$ cat src/rtl/hw_sem_pkg.sv
package hw_sem_pkg;

    // Decoded intent of one agent's port in one cycle
    typedef struct packed {
        logic try_lock;   // read of the lock address
        logic wr_lock;    // write of the lock address
        logic wr_is_one;  // that write carries the release value
    } sem_req_t;

    typedef struct packed {
        logic held;
        logic err;
    } sem_flags_t;

    localparam int unsigned RELEASE_VALUE = 1;

    function automatic logic value_is_release(input logic [63:0] v);
        return v == 64'(RELEASE_VALUE);
    endfunction

endpackage

$ cat src/rtl/hw_sem_decode.sv
module hw_sem_decode
    import hw_sem_pkg::*;
#(
    parameter int ADDR_W    = 12,
    parameter int DATA_W    = 32,
    parameter logic [ADDR_W-1:0] LOCK_ADDR = 'hFD0
) (
    input  logic [ADDR_W-1:0] addr,
    input  logic              rd,
    input  logic              wr,
    input  logic [DATA_W-1:0] wdata,
    output sem_req_t          req
);
    logic hit;

    always_comb begin
        hit           = (addr == LOCK_ADDR);
        req.try_lock  = rd & hit;
        req.wr_lock   = wr & hit;
        req.wr_is_one = value_is_release(64'(wdata));
    end

endmodule

$ cat src/rtl/hw_sem_prio_arb.sv
module hw_sem_prio_arb #(
    parameter int N = 4
) (
    input  logic [N-1:0] req,
    output logic [N-1:0] grant
);
    logic [N:0] blocked;

    assign blocked[0] = 1'b0;

    for (genvar i = 0; i < N; i++) begin : g_chain
        assign grant[i]     = req[i] & ~blocked[i];
        assign blocked[i+1] = blocked[i] | req[i];
    end

    // never more than one winner
    always_comb begin
        assert ($onehot0(grant)) else $error("p_grant_onehot_r4");
    end

endmodule

$ cat src/rtl/hw_sem_lock_core.sv
module hw_sem_lock_core
    import hw_sem_pkg::*;
#(
    parameter int N     = 4,
    parameter int IDX_W = 2
) (
    input  logic                 clk,
    input  logic                 rst,
    input  sem_req_t [N-1:0]     req,
    output logic [N-1:0]         grant,
    output logic                 locked,
    output logic [IDX_W-1:0]     owner,
    output logic                 err
);
    sem_flags_t       flags_q;
    logic [IDX_W-1:0] owner_q;
    logic [N-1:0]     try_vec;
    logic [N-1:0]     arb_req;
    logic             grant_any;
    logic [IDX_W-1:0] grant_idx;
    logic             release_ok;
    logic             bad_write;

    always_comb begin
        for (int i = 0; i < N; i++) try_vec[i] = req[i].try_lock;
        arb_req = flags_q.held ? '0 : try_vec;
    end

    hw_sem_prio_arb #(.N(N)) u_arb (
        .req   (arb_req),
        .grant (grant)
    );

    always_comb begin
        grant_any  = |grant;
        grant_idx  = '0;
        release_ok = 1'b0;
        bad_write  = 1'b0;
        for (int i = 0; i < N; i++) begin
            if (grant[i]) grant_idx = IDX_W'(i);
            if (req[i].wr_lock) begin
                if (flags_q.held && owner_q == IDX_W'(i) && req[i].wr_is_one)
                    release_ok = 1'b1;
                else
                    bad_write = 1'b1;
            end
        end
    end

    always_ff @(posedge clk) begin
        if (rst) begin
            flags_q <= '0;
            owner_q <= '0;
        end else begin
            if (grant_any) begin
                flags_q.held <= 1'b1;
                owner_q      <= grant_idx;
            end else if (release_ok) begin
                flags_q.held <= 1'b0;
                owner_q      <= '0;
            end
            if (bad_write) flags_q.err <= 1'b1;
        end
    end

    assign locked = flags_q.held;
    assign owner  = owner_q;
    assign err    = flags_q.err;

    // a grant only happens on a free lock
    p_grant_free_r1: assert property (@(posedge clk) disable iff (rst)
        grant_any |-> !locked);
    // after a grant the lock is held
    p_grant_takes_r1: assert property (@(posedge clk) disable iff (rst)
        grant_any |=> locked);
    // a held lock with no release keeps its owner
    p_hold_stable_r2: assert property (@(posedge clk) disable iff (rst)
        (locked && !release_ok) |=> (locked && $stable(owner)));
    // an owner release frees the lock
    p_release_frees_r3: assert property (@(posedge clk) disable iff (rst)
        release_ok |=> !locked);
    // error flag is sticky
    p_err_sticky_r6: assert property (@(posedge clk) disable iff (rst)
        err |=> err);

endmodule

$ cat src/rtl/hw_try_lock_sem.sv
module hw_try_lock_sem
    import hw_sem_pkg::*;
#(
    parameter int NUM_AGENTS = 4,
    parameter int ADDR_W     = 12,
    parameter int DATA_W     = 32,
    parameter logic [ADDR_W-1:0] LOCK_ADDR = 'hFD0,
    localparam int IDX_W     = (NUM_AGENTS > 1) ? $clog2(NUM_AGENTS) : 1
) (
    input  logic                         clk,
    input  logic                         rst,
    input  logic [NUM_AGENTS*ADDR_W-1:0] bus_addr,
    input  logic [NUM_AGENTS-1:0]        bus_rd,
    input  logic [NUM_AGENTS-1:0]        bus_wr,
    input  logic [NUM_AGENTS*DATA_W-1:0] bus_wdata,
    output logic [NUM_AGENTS*DATA_W-1:0] bus_rdata,
    output logic                         stat_locked,
    output logic [IDX_W-1:0]             stat_owner,
    output logic                         stat_err
);
    sem_req_t [NUM_AGENTS-1:0] req;
    logic     [NUM_AGENTS-1:0] grant;
    logic     [NUM_AGENTS-1:0] won_q;

    for (genvar i = 0; i < NUM_AGENTS; i++) begin : g_agent
        hw_sem_decode #(
            .ADDR_W    (ADDR_W),
            .DATA_W    (DATA_W),
            .LOCK_ADDR (LOCK_ADDR)
        ) u_dec (
            .addr  (bus_addr[i*ADDR_W +: ADDR_W]),
            .rd    (bus_rd[i]),
            .wr    (bus_wr[i]),
            .wdata (bus_wdata[i*DATA_W +: DATA_W]),
            .req   (req[i])
        );

        assign bus_rdata[i*DATA_W +: DATA_W] = DATA_W'(won_q[i]);

        // a one on read data always follows a read strobe by one cycle
        p_rdata_after_read_r7: assert property (@(posedge clk) disable iff (rst)
            won_q[i] |-> $past(bus_rd[i]));
    end

    hw_sem_lock_core #(
        .N     (NUM_AGENTS),
        .IDX_W (IDX_W)
    ) u_core (
        .clk    (clk),
        .rst    (rst),
        .req    (req),
        .grant  (grant),
        .locked (stat_locked),
        .owner  (stat_owner),
        .err    (stat_err)
    );

    always_ff @(posedge clk) begin
        if (rst) won_q <= '0;
        else     won_q <= grant;
    end

    // at most one agent sees a one in any cycle
    p_single_winner_r4: assert property (@(posedge clk) disable iff (rst)
        $onehot0(won_q));
    // a winner implies the lock became held
    p_winner_holds_r2: assert property (@(posedge clk) disable iff (rst)
        (|won_q) |-> stat_locked);

endmodule

$ cat config.mk
export PLATFORM = sky130hd
export DESIGN_NAME = hw_try_lock_sem
export DESIGN_NICKNAME = d
export VERILOG_FILES = /design/src/rtl/hw_sem_pkg.sv /design/src/rtl/hw_sem_decode.sv /design/src/rtl/hw_sem_prio_arb.sv /design/src/rtl/hw_sem_lock_core.sv /design/src/rtl/hw_try_lock_sem.sv
export SDC_FILE = /design/constraint.sdc
export NUM_CORES = 1
export LEC_CHECK = 0
export ABC_AREA = 1
export BUFFER_PORTS_ARGS = -buffer_cell sky130_fd_sc_hd__buf_2
export CORE_AREA = 2 2 124 126
export CTS_BUF_LIST = sky130_fd_sc_hd__clkbuf_4 sky130_fd_sc_hd__clkbuf_8 sky130_fd_sc_hd__clkbuf_16
export CTS_CLUSTER_DIAMETER = 80
export DETAILED_ROUTE_END_ITERATION = 10
export DIE_AREA = 0 0 126 128
export SYNTH_ARGS = -nofsm -noshare
export SYNTH_HDL_FRONTEND = slang
export SYNTH_SLANG_ARGS = --single-unit
$ cat constraint.sdc
create_clock -name clk -period 1.2 [get_ports clk]
set_input_delay 0.18 -clock clk [delete_from_list [all_inputs] [get_ports clk]]
set_output_delay 0.18 -clock clk [all_outputs]
set_load 0.02 [all_outputs]
# == Word-level counts from Yosys, hierarchy flattened ==
# Cells that the tools add are included.
# word_totals
regBits,8
word_cells,66
output_inout_bits,132
# op_classes
bitwise,16
mux,24
eq_ne,11
reduce_logical,11
# ops
op,count
$eq A32 B1 Y1 const B,4
$eq A12 B12 Y1 const B,4
$mux W1,19
$and A1 B1 Y1,11
$logic_and A1 B1 Y1,8
$mux W2,4
$eq A2 B2 Y1 const B,2
$mux W4,1
$reduce_or A4 Y1,1
$not A1 Y1,3
$eq A2 B1 Y1 const B,1
$logic_not A2 Y1,1
$or A1 B1 Y1,2
$reduce_bool A2 Y1,1

# == Longest topological paths before layout ==
# depth
word_depth,13
ltp_mapped,10
ltp_nobuf,10

# == Cells and area by module ==
# A second synthesis with hierarchy kept.
# unflattened
hier_cells,397
hier_area_um2,2168.3
# modules_own_cells
module,instances,seq_area_each_um2,cells_each,area_per_inst_um2
hw_try_lock_sem,1,80.1,137,1044.8
hw_sem_decode,4,0.0,47,182.7
hw_sem_lock_core,1,80.1,63,355.3
hw_sem_prio_arb,1,0.0,9,37.5

# == Worst setup path before layout ==
# OpenSTA, ideal clock, no wires.
# synth_timing
path_kind,flip-flop to flip-flop
startpoint,"register u_core.flags_q, in the netlist u_core.locked"
endpoint,register u_core.err (netlist name)
arrival_ns,1.210
period_less_slack_ns,1.335
stages_incl_launch_ff,10
setup_ns,0.124
setup_slack_ns,-0.135
cell_sequence,dfxtp_1 > inv_2 > nor2_2 > nand4_1 > nor2_1 > nand2_1 > nand2_1 > nand3_1 > nor3_2 > nor2_1
# synth_via
elab_chain_len,10
word_cells_on_any_way,16
cone_classes,mux (8); reduce/logical (8)
# synth_rtl
element,line_no,rtl
from (decl),hw_sem_lock_core.sv:15,sem_flags_t flags_q;
$logic_and A1 B1 Y1 (2 in a row),hw_sem_lock_core.sv:42,if (flags_q.held && owner_q == IDX_W'(i) && req[i].wr_is_one)
$mux W1,hw_sem_lock_core.sv:42,
$mux W1,hw_sem_lock_core.sv:41,if (req[i].wr_lock) begin
$mux W1,hw_sem_lock_core.sv:42,
$mux W1,hw_sem_lock_core.sv:41,
$mux W1,hw_sem_lock_core.sv:42,
$mux W1,hw_sem_lock_core.sv:41,
$mux W1,hw_sem_lock_core.sv:42,
$mux W1 *,hw_sem_lock_core.sv:41,
# Mark *: on every way between the ends. The rest lies on a longest branch, timed or not.
# A chain may end at the register's enable or synchronous reset.

# == Final worst setup path ==
# layout_timing
startpoint,"register u_core.flags_q, in the netlist u_core.locked"
endpoint,register u_core.owner_q[0] (netlist: u_core.owner[0])
# layout_via
elab_chain_len,11
word_cells_on_any_way,31
cone_classes,mux (13); bitwise (8); reduce/logical (10)
# layout_rtl
element,line_no,rtl
$logic_and A1 B1 Y1 (2 in a row),hw_sem_lock_core.sv:42,
$mux W1,hw_sem_lock_core.sv:42,
$mux W1,hw_sem_lock_core.sv:41,
$mux W1,hw_sem_lock_core.sv:42,
$mux W1,hw_sem_lock_core.sv:41,
$mux W1,hw_sem_lock_core.sv:42,
$mux W1,hw_sem_lock_core.sv:41,
$mux W1,hw_sem_lock_core.sv:42,
$mux W1,hw_sem_lock_core.sv:41,
$reduce_bool A2 Y1 (no source line),n/a,
to (signal assigned),hw_sem_lock_core.sv:57,owner_q <= grant_idx;
to (decl),hw_sem_lock_core.sv:16,logic [IDX_W-1:0] owner_q;
# Parallel ways exist; a longest one is shown, timed or not.

==> run_results.csv <==
group,metric,value,unit
timing,finalHoldViolCount,0,
placed_design,dp_cells,761,
global_routing,grt_pass1_vias,2174,
global_routing,antenna_found_initial,1,
cells_and_area,fin_cells,768,
global_routing,grt_start_max_net_pins,9,
clocking,cts_tree,"done",
timing,whs,0.230,ns
clocking,numCtsBuffers,3,
worst_setup_path,crit_path_start,"u_core.locked",
placed_design,place_congestion,0.725,
yosys,avgSynthCellArea,5.59,um^2
timing,rsz0062_at_grt,"true",
worst_setup_path,worstSetupEndpoint,"u_core.owner[0]",
worst_setup_path,required,1.32,ns
detailed_routing,vias_per_cell,3.20,
floorplan,coreArea,14900,um^2
detailed_routing,drt_iter0_markers,37,
yosys,synth_seq_cells,8,
cells_and_area,antenna_cells,0,
cells_and_area,post-route-util,21.0,%
worst_setup_path,ff2ff_path_depth,7,
floorplan,row_count,45,
yosys,synth_top_family_by_area,"buffers and inverters",
floorplan,die_width,126,um
yosys,ys_seq_area_share,7.78,%
clocking,cts.sink_count,8,
yosys,syn_inst,368,
placed_design,portBuffers,193,
worst_setup_path,cp.arrival,1.47,ns
yosys,synth-simple-area-share,39.7,%
cells_and_area,filler_cell_count,1746,
worst_setup_path,startpoint_type,"flip-flop",
yosys,synth_edf_count,0,
clocking,root_buffer,"clkbuf_16",
cells_and_area,multi_input_area,1390,um^2
worst_setup_path,crit_fanout,5,
yosys,synth_top_area_cell,"buf_4",
power,power,0.00162,W
hold_path,hold_path.class,"input pin to flip-flop",
power,power.static_leakage,1.88,nW
clocking,htree_levels,1,
yosys,async_flop_share,0,%
timing,period_minus_slack,1.36,ns
detailed_routing,wl_per_cell,9.07,um
detailed_routing,vias,2455,
worst_setup_path,regToRegSetupSlack,-0.16,ns
timing,report.final.slew_viol_count,0,
job,maxCapViolCount,0,
cells_and_area,seqCellArea,169,um^2
yosys,synthMuxAreaShare,0,%
timing,fmax,0.736,GHz
detailed_routing,drc,0,
timing,worst_clock_skew,0.00148,ns
yosys,yosys_warnings,0,
yosys,yosysMostFrequentCell,"buf_4",
floorplan,pin_count,318,
yosys,yosys-top-cells-count,"buf_4, nor2_1, nand2_1, inv_1, nand3_1",
clocking,clkTransAtPathRegs,0.04,ns
run_status,violations,"setup timing",
detailed_routing,drtAntennaViolNets,0,
cells_and_area,layout.nets,767,
worst_setup_path,timing.rr.start,"u_core.locked",
timing,setup_slack,-0.158,ns
global_routing,grt_use_total,7.78,%
placed_design,post-place-ws,-0.315,ns
worst_setup_path,r2r_end,"u_core.owner[0]",
run_status,status,"complete, but fails checks",
worst_setup_path,path_class,"flip-flop to flip-flop",
yosys,synth_top_area_share,45.2,%
floorplan,start_util,13.8,%
cells_and_area,syn_to_final_growth,51.6,%
yosys,synth_area_leaders,"buf_4, nor2_1, nand2_1",
detailed_routing,routed_wl,6.97,mm
clocking,insertion_delay,0.23,ns
cells_and_area,drive_above_1_share,42.1,%
clocking,cts_hold_buffers,0,
power,vdd_drop_max,0.189,mV
yosys,syn_area,2060,um^2
placed_design,dp_hpwl,6.51,mm
global_routing,overflow,0,
global_routing,grt_pass1_wl,9.94,mm
clocking,clockBufferDepth,2,
detailed_routing,dr.pass1.iters,3,
timing,setup_viol,4,
yosys,yosys.area_share.xor_xnor,0,%
yosys,synthDistinctLibCells,17,
power,power.density,520,nW/um^2
worst_setup_path,cp-end-kind,"flip-flop",
timing,finalCritPeriodShare,113,%
yosys,synth-compound-area-share,1.09,%
yosys,synth_ff_type,"dfxtp_1",
floorplan,die_h,128,um
floorplan,dieArea,16100,um^2
yosys,synthAdderAreaFrac,0,%
-- flip-flops by register name, indices dropped and copies added, names as in the netlist --
register and count:
u_core.err 1, u_core.locked 1, u_core.owner 2, won_q 4
-- how the worst min path moves through the flow --
stage                         start              end  slack, ns  cells after the start
after CTS                       rst    u_core.locked       0.22                      2
after global routing            rst    u_core.locked       0.26                      2
after detailed placement        rst  u_core.owner[1]       0.47                      2
after floorplan           bus_rd[3]         won_q[3]       0.43                      4
final                           rst  u_core.owner[0]       0.23                      2
after global placement          rst  u_core.owner[0]       0.46                      2
-- layout by cell type (no fill, tap or decap), drive strengths merged --
master / count
a21boi: 1
a21oi: 3
and2: 1
buf: 210
clkbuf: 4
conb: 124
dfxtp: 8
inv: 32
nand2: 66
nand3: 16
nand4: 3
nor2: 99
nor3: 13
-- power by group --
part / internal, W / total (W) / leakage, nW / switching (W)
combinational: 0.000262 / 0.000761 / 1.77 / 0.000499
clock: 0.000465 / 0.000600 / 0.0416 / 0.000134
sequential: 0.000263 / 0.000263 / 0.0665 / 0.000000148
total: 0.000990 / 0.00162 / 1.88 / 0.000634
-- what timing repair did --
action	in CTS	in global routing
pin swaps	11	13
hold endpoints to repair	0	0
setup buffers	2	1
gates resized for setup	13	16
setup endpoints to repair	4	6
gates cloned	0	0
-- layout make-up --
cell class / count / share of cell area [%]
flip-flops and latches: 8 / 5.41
multi-input cells: 326 / 44.4
inverters: 32 / 4.01
clock buffers: 4 / 2.65
repair buffers: 210 / 36.0
well taps: 188 / 7.54
-- metrics by stage --
stage	cell area [um^2]	TNS [ns]
final	3120	-0.469
after global routing	3120	-1.01
after CTS	3060	-0.464
after detailed placement	2900	-1.31
after global placement	2900	-1.36
after floorplan	2530	-0.0173
-- critical path, stage by stage, from the launching register on --
cell,delay [ns]
dfxtp_4,0.37
buf_12,0.13
nor2_2,0.09
nand4_1,0.17
nand2_2,0.21
nor2_2,0.06
nor2_1,0.14
a21oi_2,0.07
-- cell families (layout without fill, tap and decap cells) --
group / count (synthesis) / count (layout)
other: 1 / 124
flip-flops: 8 / 8
AND/OR/NAND/NOR: 198 / 198
buffers and inverters: 157 / 246
AO/OA/AOI/OAI: 4 / 4
-- per-layer routing --
layer / vias up / wire length (um) / global-route usage, %
met5: - / 0 / 0
met4: 0 / 55 / 1.49
met3: 5 / 701 / 0.793
met2: 176 / 3720 / 16.2
met1: 987 / 2490 / 8.39
li1: 1287 / - / -
(Power assumes the default switching activity.)
